<file path="src/rtl/fdg_pkg.sv">
package fdg_pkg;

  // One sample of the digitizer timing strobes
  typedef struct packed {
    logic vreset;
    logic hreset;
    logic active;
    logic field;
    logic dvalid;
    logic qclk;
  } vid_t;

  localparam int VID_W = $bits(vid_t);

endpackage

</file>
<file path="src/rtl/fdg_in_stage.sv">
module fdg_in_stage
  import fdg_pkg::*;
#(
  parameter int CTL_W = 2
) (
  input  logic             clk,
  input  logic             rst,
  input  vid_t             vid_i,
  input  logic [CTL_W-1:0] ctl_i,
  output vid_t             vid_q,
  output logic [CTL_W-1:0] ctl_q,
  output logic             vr_rise
);

  logic vr_prev;

  always_ff @(posedge clk) begin
    if (rst) begin
      vid_q   <= '0;
      ctl_q   <= '1;
      vr_prev <= 1'b0;
    end else begin
      vid_q   <= vid_i;
      ctl_q   <= ctl_i;
      vr_prev <= vid_q.vreset;
    end
  end

  assign vr_rise = vid_q.vreset & ~vr_prev;

  AST_RISE_ONE_CYCLE: assert property (@(posedge clk) disable iff (rst)
    vr_rise |=> !vr_rise);

endmodule

</file>
<file path="src/rtl/fdg_arm_ctrl.sv">
module fdg_arm_ctrl #(
  parameter int               CTL_W       = 2,
  parameter logic [CTL_W-1:0] ENABLE_CODE = 2'b10,
  parameter logic             KEEP_PARITY = 1'b1
) (
  input  logic             clk,
  input  logic             rst,
  input  logic [CTL_W-1:0] ctl_q,
  input  logic             field_q,
  input  logic             vr_rise,
  output logic             pass_now,
  output logic             oe_n
);

  logic enable_hit;
  logic keep_now;
  logic armed;
  logic pass;

  assign enable_hit = (ctl_q == ENABLE_CODE);
  assign keep_now   = enable_hit && (field_q == KEEP_PARITY);
  assign pass_now   = vr_rise ? keep_now : pass;

  always_ff @(posedge clk) begin
    if (rst) begin
      armed <= 1'b0;
      pass  <= 1'b0;
      oe_n  <= 1'b1;
    end else begin
      oe_n <= ~enable_hit;
      if (vr_rise) begin
        armed <= enable_hit;
        pass  <= keep_now;
      end
    end
  end

  AST_ARM_HOLDS: assert property (@(posedge clk) disable iff (rst)
    !vr_rise |=> $stable(armed));
  AST_PARITY_HOLDS: assert property (@(posedge clk) disable iff (rst)
    !vr_rise |=> $stable(pass));
  AST_PASS_NEEDS_ARM: assert property (@(posedge clk) disable iff (rst)
    pass |-> armed);

endmodule

</file>
<file path="src/rtl/fdg_out_stage.sv">
module fdg_out_stage
  import fdg_pkg::*;
(
  input  logic clk,
  input  logic rst,
  input  vid_t vid_q,
  input  logic pass_now,
  output logic hs,
  output logic vs,
  output logic lclk
);

  logic pix_ok;
  assign pix_ok = vid_q.qclk & vid_q.dvalid & vid_q.active;

  always_ff @(posedge clk) begin
    if (rst) begin
      hs   <= 1'b0;
      vs   <= 1'b0;
      lclk <= 1'b0;
    end else begin
      hs   <= pass_now & vid_q.hreset;
      vs   <= pass_now & vid_q.vreset;
      lclk <= pass_now & pix_ok;
    end
  end

  AST_LCLK_NEEDS_VALID: assert property (@(posedge clk) disable iff (rst)
    lclk |-> $past(vid_q.dvalid) && $past(vid_q.active));

endmodule

</file>
<file path="src/rtl/field_drop_sync_gate.sv">
module field_drop_sync_gate
  import fdg_pkg::*;
#(
  parameter int               CTL_W       = 2,
  parameter logic [CTL_W-1:0] ENABLE_CODE = 2'b10,
  parameter logic             KEEP_PARITY = 1'b1
) (
  input  logic             clk,
  input  logic             rst,
  input  logic [CTL_W-1:0] ctl_code,
  input  logic             dig_vreset,
  input  logic             dig_hreset,
  input  logic             dig_active,
  input  logic             dig_field,
  input  logic             dig_dvalid,
  input  logic             dig_qclk,
  output logic             gp_hs,
  output logic             gp_vs,
  output logic             gp_lclk,
  output logic             dig_oe_n
);

  vid_t             vid_i;
  vid_t             vid_q;
  logic [CTL_W-1:0] ctl_q;
  logic             vr_rise;
  logic             pass_now;

  assign vid_i = '{vreset: dig_vreset, hreset: dig_hreset, active: dig_active,
                   field: dig_field, dvalid: dig_dvalid, qclk: dig_qclk};

  fdg_in_stage #(.CTL_W(CTL_W)) u_in (
    .clk(clk), .rst(rst), .vid_i(vid_i), .ctl_i(ctl_code),
    .vid_q(vid_q), .ctl_q(ctl_q), .vr_rise(vr_rise)
  );

  fdg_arm_ctrl #(.CTL_W(CTL_W), .ENABLE_CODE(ENABLE_CODE), .KEEP_PARITY(KEEP_PARITY)) u_ctl (
    .clk(clk), .rst(rst), .ctl_q(ctl_q), .field_q(vid_q.field),
    .vr_rise(vr_rise), .pass_now(pass_now), .oe_n(dig_oe_n)
  );

  fdg_out_stage u_out (
    .clk(clk), .rst(rst), .vid_q(vid_q), .pass_now(pass_now),
    .hs(gp_hs), .vs(gp_vs), .lclk(gp_lclk)
  );

  AST_OE_ON: assert property (@(posedge clk) disable iff (rst)
    (ctl_code == ENABLE_CODE) |=> ##1 !dig_oe_n);
  AST_OE_OFF: assert property (@(posedge clk) disable iff (rst)
    (ctl_code != ENABLE_CODE) |=> ##1 dig_oe_n);
  AST_AFTER_RESET: assert property (@(posedge clk) disable iff (rst)
    $past(rst) |-> !gp_hs && !gp_vs && !gp_lclk && dig_oe_n);
  AST_VS_NEEDS_VRESET: assert property (@(posedge clk) disable iff (rst)
    gp_vs |-> $past(dig_vreset, 2));

endmodule

</file>
<file path="config.mk">
export PLATFORM = sky130hd
export DESIGN_NAME = field_drop_sync_gate
export DESIGN_NICKNAME = d
export VERILOG_FILES = /design/src/rtl/fdg_pkg.sv /design/src/rtl/fdg_in_stage.sv /design/src/rtl/fdg_arm_ctrl.sv /design/src/rtl/fdg_out_stage.sv /design/src/rtl/field_drop_sync_gate.sv
export SDC_FILE = /design/constraint.sdc
export NUM_CORES = 1
export LEC_CHECK = 0
export BUFFER_PORTS_ARGS = -buffer_cell sky130_fd_sc_hd__buf_2
export CAP_MARGIN = 25
export CORE_AREA = 3 3 40 42
export CTS_BUF_LIST = sky130_fd_sc_hd__clkbuf_8 sky130_fd_sc_hd__clkbuf_16
export CTS_CLUSTER_SIZE = 20
export DETAILED_ROUTE_END_ITERATION = 8
export DIE_AREA = 0 0 43 45
export PLACE_DENSITY = 0.53
export SLEW_MARGIN = 20
export SYNTH_ARGS = -nofsm -noshare
export SYNTH_HDL_FRONTEND = slang
export SYNTH_SLANG_ARGS = --single-unit
</file>
<file path="constraint.sdc">
create_clock -name clk -period 0.9 [get_ports clk]
set_input_delay 0.045 -clock clk [delete_from_list [all_inputs] [get_ports clk]]
set_output_delay 0.045 -clock clk [all_outputs]
set_load 0.01 [all_outputs]
</file>
# After elaboration in Yosys (flattened, before gate mapping)
# Index checks and enable logic that the tools add are counted.
dict set report classes {
  reduce_logical 1
  bitwise_logic 8
  eq_ne 1
  muxes 1
}
# cell count
set op_table {}
lappend op_table {{AND 1 bit} 6}
lappend op_table {{equality test 2 bit, second input constant} 1}
lappend op_table {{NOT 1 bit} 2}
lappend op_table {{logical AND 1 bit} 1}
lappend op_table {{2-to-1 mux 1 bit} 1}
dict set report totals {
  reg_bits 14
  wordCells 24
  output_inout_bits 4
}

# Logic depth before layout (Yosys ltp)
# Gate-level depths: netlist of run 1.
dict set report logic_depth {
  word_depth 4
  depth_mapped 3
}

# By module
# Synthesis of run 1 repeated with hierarchy kept, for this count alone.
dict set report hier_totals {
  cells_unflattened 33
  area_unflattened_um2 412.9
}
# mod area_per_inst_um2 n_inst cells_each seq_area_each_um2
set modules_own_cells {}
lappend modules_own_cells {fdg_in_stage 242.7 1 19 180.2}
lappend modules_own_cells {fdg_out_stage 97.6 1 7 60.1}
lappend modules_own_cells {fdg_arm_ctrl 72.6 1 7 40.0}

# Worst setup path before layout of run 1
# OpenSTA, ideal clock, no wires.
dict set report synth_path {
  path_kind {register -> register}
  startpoint {register u_in.ctl_q[0]}
  endpoint {register u_out.lclk}
  arrival_ns 0.755
  required_time_ns 0.779
  setup_ns 0.121
  slack_ns 0.025
  period_less_slack_ns 0.875
  path_stages_with_launch 4
  path_cell_list {dfxtp_1 -> and4bb_1 -> mux2i_2 -> nor2_1}
}
dict set report synth_via {
  elab_chain_cells 4
}
# element line_no
set synth_rtl {}
lappend synth_rtl {{start, declared} fdg_in_stage.sv:11} ;# output logic [CTL_W-1:0] ctl_q,
lappend synth_rtl {{start signal, assigned} fdg_in_stage.sv:24} ;# ctl_q <= ctl_i;
lappend synth_rtl {{equality test 2 bit} fdg_arm_ctrl.sv:20} ;# assign enable_hit = (ctl_q == ENABLE_CODE);
lappend synth_rtl {{logical AND 1 bit} fdg_arm_ctrl.sv:21} ;# assign keep_now = enable_hit && (field_q == KEEP_PARITY);
lappend synth_rtl {{2-to-1 mux 1 bit} fdg_arm_ctrl.sv:22} ;# assign pass_now = vr_rise ? keep_now : pass;
lappend synth_rtl {{AND 1 bit} fdg_out_stage.sv:24} ;# lclk <= pass_now & pix_ok;
lappend synth_rtl {{end signal, assigned} fdg_out_stage.sv:24}
lappend synth_rtl {{end, declared} fdg_out_stage.sv:10} ;# output logic lclk
# Every way passes these cells.
# A chain may end at the register's enable or synchronous reset.

# Final worst setup path of run 1
dict set report layout_path {
  startpoint {register u_in.vr_prev}
  endpoint {register u_ctl.pass}
}
dict set report layout_via {
  elab_chain_cells 3
}
# element line_no
set layout_rtl {}
lappend layout_rtl {{start, declared} fdg_in_stage.sv:15} ;# logic vr_prev;
lappend layout_rtl {{start signal, assigned} fdg_in_stage.sv:25} ;# vr_prev <= vid_q.vreset;
lappend layout_rtl {{NOT 1 bit} fdg_in_stage.sv:29} ;# assign vr_rise = vid_q.vreset & ~vr_prev;
lappend layout_rtl {{AND 1 bit} fdg_in_stage.sv:29}
lappend layout_rtl {{2-to-1 mux 1 bit} --}
lappend layout_rtl {{end signal, assigned} fdg_arm_ctrl.sv:33} ;# pass <= keep_now;
lappend layout_rtl {{end, declared} fdg_arm_ctrl.sv:18} ;# logic pass;
# Every way passes these cells.

==> flow_summary.toml, run 1 <==
[status]
outcome = "complete, but fails checks"
failed_checks = "setup timing"

[cts]
clk_pin_slew_ns = 0.05
clock_sinks = 14
ctsRootBufferMaster = "clkbuf_8"
cts_setup_buffers = 0
numCtsBuffers = 3
htree_levels = 1
clk_latency_ns = 0.24
clockBufferDepth = 2
cts_tree = "built"

[floorplanning]
die_h_um = 45
io_pins = 14
initial_utilization = 0.3311
dieArea_mm2 = 0.001935
core_mm2 = 0.001285
row_count = 13
die_w_um = 43

[global_routing]
antenna_found_initial = 0
grt_pass1_wl_um = 1179
grt_pass1_vias = 311
track_usage = 0.08977
grt_overflow = 0
grt_start_max_net_pins = 9

[route]
routedWlPerCell_um = 10.10
num_vias = 298
first_pass_iters = 1
viasPerCell = 4.257
antenna_left = 0
drcViolationCount = 0
wl_um = 707
drt_iter0_drc = 0

[power_and_ir_drop]
combPwrFrac = 0.056
p_sw_uw = 215.2
p_leak_uw = 0.0002752
ir_worst_vdd_uv = 869.8
p_per_area_mw_per_mm2 = 2032
power.total_uw = 1200
clockPowerShare = 0.400
p_int_uw = 985.0
p_sw_frac = 0.1793
share_seq_of_total_power = 0.545

[timing]
slew_viol_final = 0
fin_worst_skew_ns = 0.0007238
hold_viol_final = 0
rsz0062_at_grt = "yes"
worst_pin_slew_ns = 0.2175
setup_viol = 3
max_freq_mhz = 1077
holdWs_ns = 0.01041
finalCriticalPeriod_ns = 0.9282
slew-limit-headroom = 0.8522
finalCritPeriodShare = 1.031
setup_ws_ns = -0.02818

[critical_path]
crit_required_ns = 1.02
cp_max_fo = 3
cp-startpoint = "u_in.vr_prev"
slowest_stage = "dfxtp_1"
crit_cells = 3
crit_end = "u_ctl.pass"
path_buf_inv = 1
critPathMaxStageDelay_ns = 0.34
crit-reg2reg-launch = "u_in.vr_prev"
cp_data_arrival_time_ns = 1.05
rrSetupSlack_ns = -0.03
cp_top_family = "flip-flops"
r2r-end = "u_ctl.pass"
crit_path_end_kind = "register"
startpoint_type = "register"
r2r.worst_path.cells = 3
path_cells = "nand2b_4 -> mux2i_2 -> inv_1"
worst-setup-path-type = "reg2reg"

[finish]
area_growth_pct = 38.82
layout.cells.non_filler = 70
fill_cells = 131
nets = 67
drive_gt1_frac = 0.4182
fin_area_um2 = 590.6
antenna_cells = 0

[min_path]
hold_class = "in2reg"

[synthesis]
synthesis.nets = 46
syn_avg_cell_area_um2 = 11.82
synth_cell_types = 13
yosys_warnings = 0
ys_seq_elements = 14
seq_area_frac_synth = 0.6588
synth_area_um2 = 425.4
synth_cells = 36

[run]
maxCapViolCount = 0

[place]
dp_slack_ns = -0.05397
gp_congestion = 0.6963
dp_hpwl_um = 546
numPortBuffers = 13
place_area_um2 = 520.5
placedCellCount = 65
[worst reg2reg max path: stages (launching register included)]
cell      delay [ns]
dfxtp_1         0.34
nand2b_4        0.13
mux2i_2         0.26
inv_1           0.08
[flip-flops by register name, indices dropped and copies added (netlist names)]
name and count:
u_in.vr_prev 1, u_out.lclk 1, u_ctl.pass 1, u_out.vs 1, u_out.hs 1, u_in.ctl_q 2
u_ctl.oe_n 1, u_in.vid_q 6
[synth_stat cells]
master | instances | area (um^2)
clkbuf_1 | 1 | 3.750
nor2b_1 | 7 | 43.79
mux2i_2 | 1 | 13.76
nand2b_1 | 1 | 6.260
or2_2 | 2 | 12.51
and4bb_1 | 1 | 12.51
nand3_1 | 1 | 5.000
mux2i_1 | 1 | 10.01
and2b_1 | 3 | 22.52
nand2_1 | 1 | 3.750
inv_1 | 1 | 3.750
dfxtp_1 | 14 | 280.3
nor2_1 | 2 | 7.510
[through the flow]
| stage | TNS, ns | util |
|---|---|---|
| after detailed placement | -0.1240 | 0.4051 |
| after floorplan | 0 | - |
| after global routing | -0.2318 | 0.4596 |
| final | -0.04545 | 0.4596 |
| after CTS | -0.06010 | 0.4537 |
| after global placement | -0.008851 | 0.4051 |
[cell families (layout without fill, tap and decap cells)]
family,count (synthesis),count (layout),share of synthesized area
multiplexers,2,2,0.05588
flip-flops,14,14,0.6588
buffers and inverters,2,21,0.01763
AND/OR/NAND/NOR,18,18,0.2676
[placed cells by master, fill, tap and decap left out, drive strengths merged]
cell         instances
inv                  1
dfxtp               14
nor2                 2
buf                 15
clkbuf               3
nand2b               1
or2                  2
and4bb               1
nor2b                7
and2b                3
nand3                1
nand2                1
dlygate4sd3          2
mux2i                2
[layout make-up]
class | instances | area (um^2) | area share
Sequential cell | 14 | 281.5 | 0.4767
Multi-Input combinational cell | 20 | 145.1 | 0.2458
Inverter | 1 | 3.754 | 0.006356
Tap cell | 15 | 18.77 | 0.03178
Clock buffer | 3 | 41.29 | 0.06992
Timing Repair Buffer | 17 | 100.1 | 0.1695
[per-layer routing]
metal / up-vias / global-route usage / wire length [um]
met1: 138 / 0.07143 / 219
met4: 0 / 0.07229 / 0
met3: 0 / 0.04781 / 61
met5: - / 0 / 0
met2: 11 / 0.1617 / 426
li1: 149 / - / -
[power groups by stage]
stage | logic [uW] | clock network, uW | registers [uW]
finish | 66.7 | 480 | 654
global route | 74.8 | 526 | 656
CTS | 65.7 | 498 | 652
detailed placement | 59.2 | 0 | 664
global placement | 56.8 | 0 | 663
floorplan | 29.0 | 0 | 663
[how the worst min path moves through the flow]
stage	endpoint	slack [ns]	depth (start not counted)	start
floorplan	u_in.ctl_q[0]	0.15	1	ctl_code[0]
finish	u_in.vid_q[0]	0.01	2	dig_qclk
global route	u_in.vid_q[0]	0.02	2	dig_qclk
global placement	u_in.ctl_q[1]	0.23	2	ctl_code[1]
CTS	u_in.vid_q[0]	0.008	2	dig_qclk
detailed placement	u_in.ctl_q[0]	0.23	2	ctl_code[0]
[what timing repair did]
action | 4_1_cts | 5_1_grt
endpoints found under the setup margin | 3 | 4
pin swaps | 1 | 1
resized for setup | 1 | 1
endpoints found under the hold margin | 2 | 0
hold buffers | 2 | 0
Power figures use the tool's default switching activity.
==> run 2: changes to the inputs <==
- PLACE_DENSITY: 0.53 -> 0.57
==> flow_summary.toml, run 2 (synthesis results as in run 1) <==
[status]
outcome = "complete, no violations"

[global_routing]
track_usage = 0.07950
grt_pass1_vias = 271
grt_pass1_wl_um = 1048
antenna_found_initial = 0
grt_start_max_net_pins = 10
grt_overflow = 0

[route]
highest_layer = "met4"
drcViolationCount = 0
antenna_left = 0
first_pass_iters = 2
routedWlPerCell_um = 8.371
met1_length_um = 227
num_vias = 285
met2_length_um = 276
wl_um = 586
dr_wl_met3_um = 60
viasPerCell = 4.071
drt_iter0_drc = 2

[cts]
clockBufferDepth = 2
cts_tree = "built"
ctsRootBufferMaster = "clkbuf_8"
clock_sinks = 14
clk_latency_ns = 0.24
clk_pin_slew_ns = 0.05
htree_levels = 1
cts_setup_buffers = 0
numCtsBuffers = 3

[finish]
drive_gt1_frac = 0.4000
antenna_cells = 0
regMostFlops = "u_in.vid_q"
final_core_util = 0.4537
largest_register_ffs = 6
nets = 67
area_growth_pct = 37.06
reg.largest.list = "u_in.vid_q: 6 flops, u_in.ctl_q: 2 flops"
fin_area_um2 = 583.1
final_cell_mix = "13 x buf_2, 13 x dfxtp_1, 7 x nor2b_1, 3 x and2b_1, 3 x clkbuf_8"
fill_cells = 136

[critical_path]
cp_max_fo = 3
cp_data_arrival_time_ns = 1.01
r2r-end = "u_out.hs"
startpoint_type = "register"
crit_required_ns = 1.03
cp-startpoint = "u_in.ctl_q[0]"
crit-reg2reg-launch = "u_in.ctl_q[0]"
crit_path_end_kind = "register"
r2r.worst_path.cells = 3
rrSetupSlack_ns = 0.02
worst-setup-path-type = "reg2reg"

[min_path]
hold_class = "in2reg"
hold_start = "dig_active"
hold_end = "u_in.vid_q[3]"
whs_path_depth = 2

[floorplanning]
row_count = 13
core_mm2 = 0.001285
dieArea_mm2 = 0.001935
die_h_um = 45
io_pins = 14
initial_utilization = 0.3311
die_w_um = 43

[place]
gp_congestion = 0.6755
numPortBuffers = 13
place_area_um2 = 520.5

[timing]
fin_worst_skew_ns = 0.0004887
hold_viol_final = 0
finalCritPeriodShare = 0.9817
slew-limit-headroom = 0.8624
worst_pin_slew_ns = 0.2023
rsz0062_at_grt = "yes"
finalCriticalPeriod_ns = 0.8835
slew_viol_final = 0
setup_viol = 0
setup_tns_ns = 0
max_freq_mhz = 1132

[power_and_ir_drop]
ir_worst_vdd_uv = 866.2
power.total_uw = 1203
p_per_area_mw_per_mm2 = 2064
p_leak_uw = 0.0002729

[run]
maxCapViolCount = 0
## run 2: cell counts in the layout (fill, tap and decap cells not counted)
No cell type changed its count.
## run 2: where the power goes
part | switching, uW | internal, uW | total (uW) | leakage (uW)
registers | 7.02 | 645 | 652 | 0.000115
clock network | 193 | 295 | 488 | 0.0000216
logic | 20.4 | 43.8 | 64.3 | 0.000136
total | 220 | 983 | 1200 | 0.000273
## run 2: worst max path at each step
| stage | end | slack (ns) | depth (start not counted) |
|---|---|---|---|
| after floorplan | u_out.lclk | 0.02 | 3 |
| after detailed placement | u_out.lclk | -0.03 | 3 |
| after global placement | u_ctl.pass | 0.001 | 3 |
| final | u_out.hs | 0.02 | 3 |
| after CTS | u_out.hs | 0.003 | 3 |
| after global routing | u_out.hs | -0.07 | 3 |
## run 2: stage by stage
stage               instances  hold WS [ns]  setup slack, ns
global route               70       0.01440         -0.07037
floorplan                  36        0.1488          0.02480
global placement           65        0.2300        0.0009877
detailed placement         65        0.2295         -0.02553
finish                     70       0.01197          0.01647
CTS                        70       0.01181         0.003402
## run 2: critical path, stage by stage, from the launching register on
cell and delay [ns]:
dfxtp_2 0.32, and4bb_1 0.19, mux2i_2 0.20, nor2b_1 0.07
## run 2: cell type report
type	instances	area, um^2	area share
Sequential cell	14	281.5	0.4828
Tap cell	15	18.77	0.03219
Inverter	1	3.754	0.006438
Multi-Input combinational cell	20	137.6	0.2361
Clock buffer	3	41.29	0.07082
Timing Repair Buffer	17	100.1	0.1717
## run 2: per-layer routing
| metal | up-vias | global-route usage |
|---|---|---|
| met4 | 0 | 0.07229 |
| li1 | 149 | - |
| met3 | 3 | 0.04781 |
| met5 | - | 0 |
| met1 | 121 | 0.08068 |
| met2 | 12 | 0.1138 |
## run 2: timing repair
item                                    4_1_cts  5_1_grt
endpoints found under the hold margin         2        0
gates resized for setup                       0        1
endpoints found under the setup margin        3        3
hold buffers                                  2        0
pin swaps                                     2        0
==> run 3: changes to the inputs <==
==> constraint.sdc (replaced) <==
create_clock -name clk -period 0.9 [get_ports clk]
set_input_delay 0.09 -clock clk [delete_from_list [all_inputs] [get_ports clk]]
set_output_delay 0.09 -clock clk [all_outputs]
set_load 0.01 [all_outputs]
==> flow_summary.toml, run 3 (synthesis results as in run 1) <==
[critical_path]
cp_data_arrival_time_ns = 1.02
r2r.worst_path.cells = 3
cp_top_family = "flip-flops"
startpoint_type = "register"
crit_required_ns = 1.03
path_cells = "and4bb_1 -> mux2i_2 -> nor2b_1"
cp_max_fo = 3
slowest_stage = "dfxtp_1"
worst-setup-path-type = "reg2reg"
crit_path_end_kind = "register"
crit_cells = 3
critPathMaxStageDelay_ns = 0.32
path_buf_inv = 0

[power_and_ir_drop]
p_leak_uw = 0.0002668
p_per_area_mw_per_mm2 = 2100
power.total_uw = 1198
p_int_uw = 979.6
combPwrFrac = 0.050
p_sw_frac = 0.1824
share_seq_of_total_power = 0.545
clockPowerShare = 0.405
ir_worst_vdd_uv = 942.1
p_sw_uw = 218.6

[timing]
slew-limit-headroom = 0.8616
finalCritPeriodShare = 0.9880
setup_viol = 0
hold_viol_final = 0
fin_worst_skew_ns = 0.002799
max_freq_mhz = 1125
slew_viol_final = 0
rsz0062_at_grt = "yes"
worst_pin_slew_ns = 0.2035
finalCriticalPeriod_ns = 0.8892

[cts]
clock_sinks = 14
htree_levels = 1
hold_buffers = 0
cts_setup_buffers = 0
cts_tree = "built"
clockBufferDepth = 2
ctsRootBufferMaster = "clkbuf_8"
clk_latency_ns = 0.24
clk_pin_slew_ns = 0.05
numCtsBuffers = 3

[min_path]
whs_path_depth = 2
hold_class = "in2reg"

[global_routing]
grt_overflow = 0
grt_pass1_wl_um = 924
track_usage = 0.06873
grt_pass1_vias = 230
antenna_found_initial = 0
grt_start_max_net_pins = 9

[floorplanning]
io_pins = 14
row_count = 13
die_h_um = 45
dieArea_mm2 = 0.001935
die_w_um = 43
core_mm2 = 0.001285
initial_utilization = 0.3311

[finish]
area_growth_pct = 34.12
regMostFlops = "u_in.vid_q"
fill_cells = 124
reg.largest.list = "u_in.vid_q: 6 flops, u_in.ctl_q: 2 flops"
largest_register_ffs = 6
final_core_util = 0.4440
final_cell_mix = "13 x buf_2, 13 x dfxtp_1, 7 x nor2b_1, 3 x and2b_1, 3 x clkbuf_8"
nets = 65
antenna_cells = 0
drive_gt1_frac = 0.4340

[place]
gp_congestion = 0.6827
numPortBuffers = 13

[route]
drt_iter0_drc = 3
drcViolationCount = 0
num_vias = 272
antenna_left = 0
first_pass_iters = 2
viasPerCell = 4.000
wl_um = 555
routedWlPerCell_um = 8.162

[status]
outcome = "complete, no violations"

[run]
maxCapViolCount = 0
-- run 3: cell types whose count changed in the layout (fill, tap and decap cells not counted), sizes merged --
| cell | change |
|---|---|
| dlygate4sd3 | -2 |
-- run 3: final cells by class --
class | instances | area (um^2) | share of cell area
Tap cell | 15 | 18.77 | 0.03289
Sequential cell | 14 | 281.5 | 0.4934
Multi-Input combinational cell | 20 | 145.1 | 0.2544
Inverter | 1 | 3.754 | 0.006579
Timing Repair Buffer | 15 | 80.08 | 0.1404
Clock buffer | 3 | 41.29 | 0.07237
-- run 3: stage by stage --
stage | instances | setup WS (ns) | hold slack (ns) | setup TNS (ns) | instance area (um^2)
after detailed placement | 65 | -0.03532 | 0.2757 | -0.08969 | 520.5
after CTS | 68 | -0.01047 | 0.02812 | -0.01667 | 569.3
after global placement | 65 | 0.002771 | 0.2733 | 0 | 520.5
after floorplan | 36 | 0.02480 | 0.1938 | 0 | 425.4
after global routing | 68 | -0.04598 | 0.03159 | -0.1177 | 570.5
final | 68 | 0.01076 | 0.03257 | 0 | 570.5
-- run 3: layer usage --
metal	wire (um)	GRT usage	vias up	part of all wire
li1	-	-	145	-
met1	228	0.07371	114	0.41
met2	257	0.08982	11	0.46
met3	61	0.03984	2	0.11
met4	8	0.07229	0	0.014
met5	0	0	-	0
-- run 3: repair_timing --
action	in CTS	in global routing
pin swaps	1	0
resized for setup	1	1
endpoints found under the setup margin	3	3
-- run 3: path summary, 6_finish.rpt --
| kind | start | end | slack, ns |
|---|---|---|---|
| hold / removal | ctl_code[0] | u_in.ctl_q[0] | 0.03 |
| hold reg to reg | u_in.ctl_q[1] | u_ctl.oe_n | 0.39 |
| setup / recovery | u_in.ctl_q[0] | u_out.hs | 0.01 |
| setup reg to reg | u_in.ctl_q[0] | u_out.hs | 0.01 |
-- run 3: power groups by stage --
stage	sequential, uW	clock (uW)	combinational, uW
floorplan	663	0	29.0
global placement	664	0	57.4
detailed placement	664	0	57.7
CTS	652	501	60.9
global route	655	530	66.5
finish	653	486	59.5
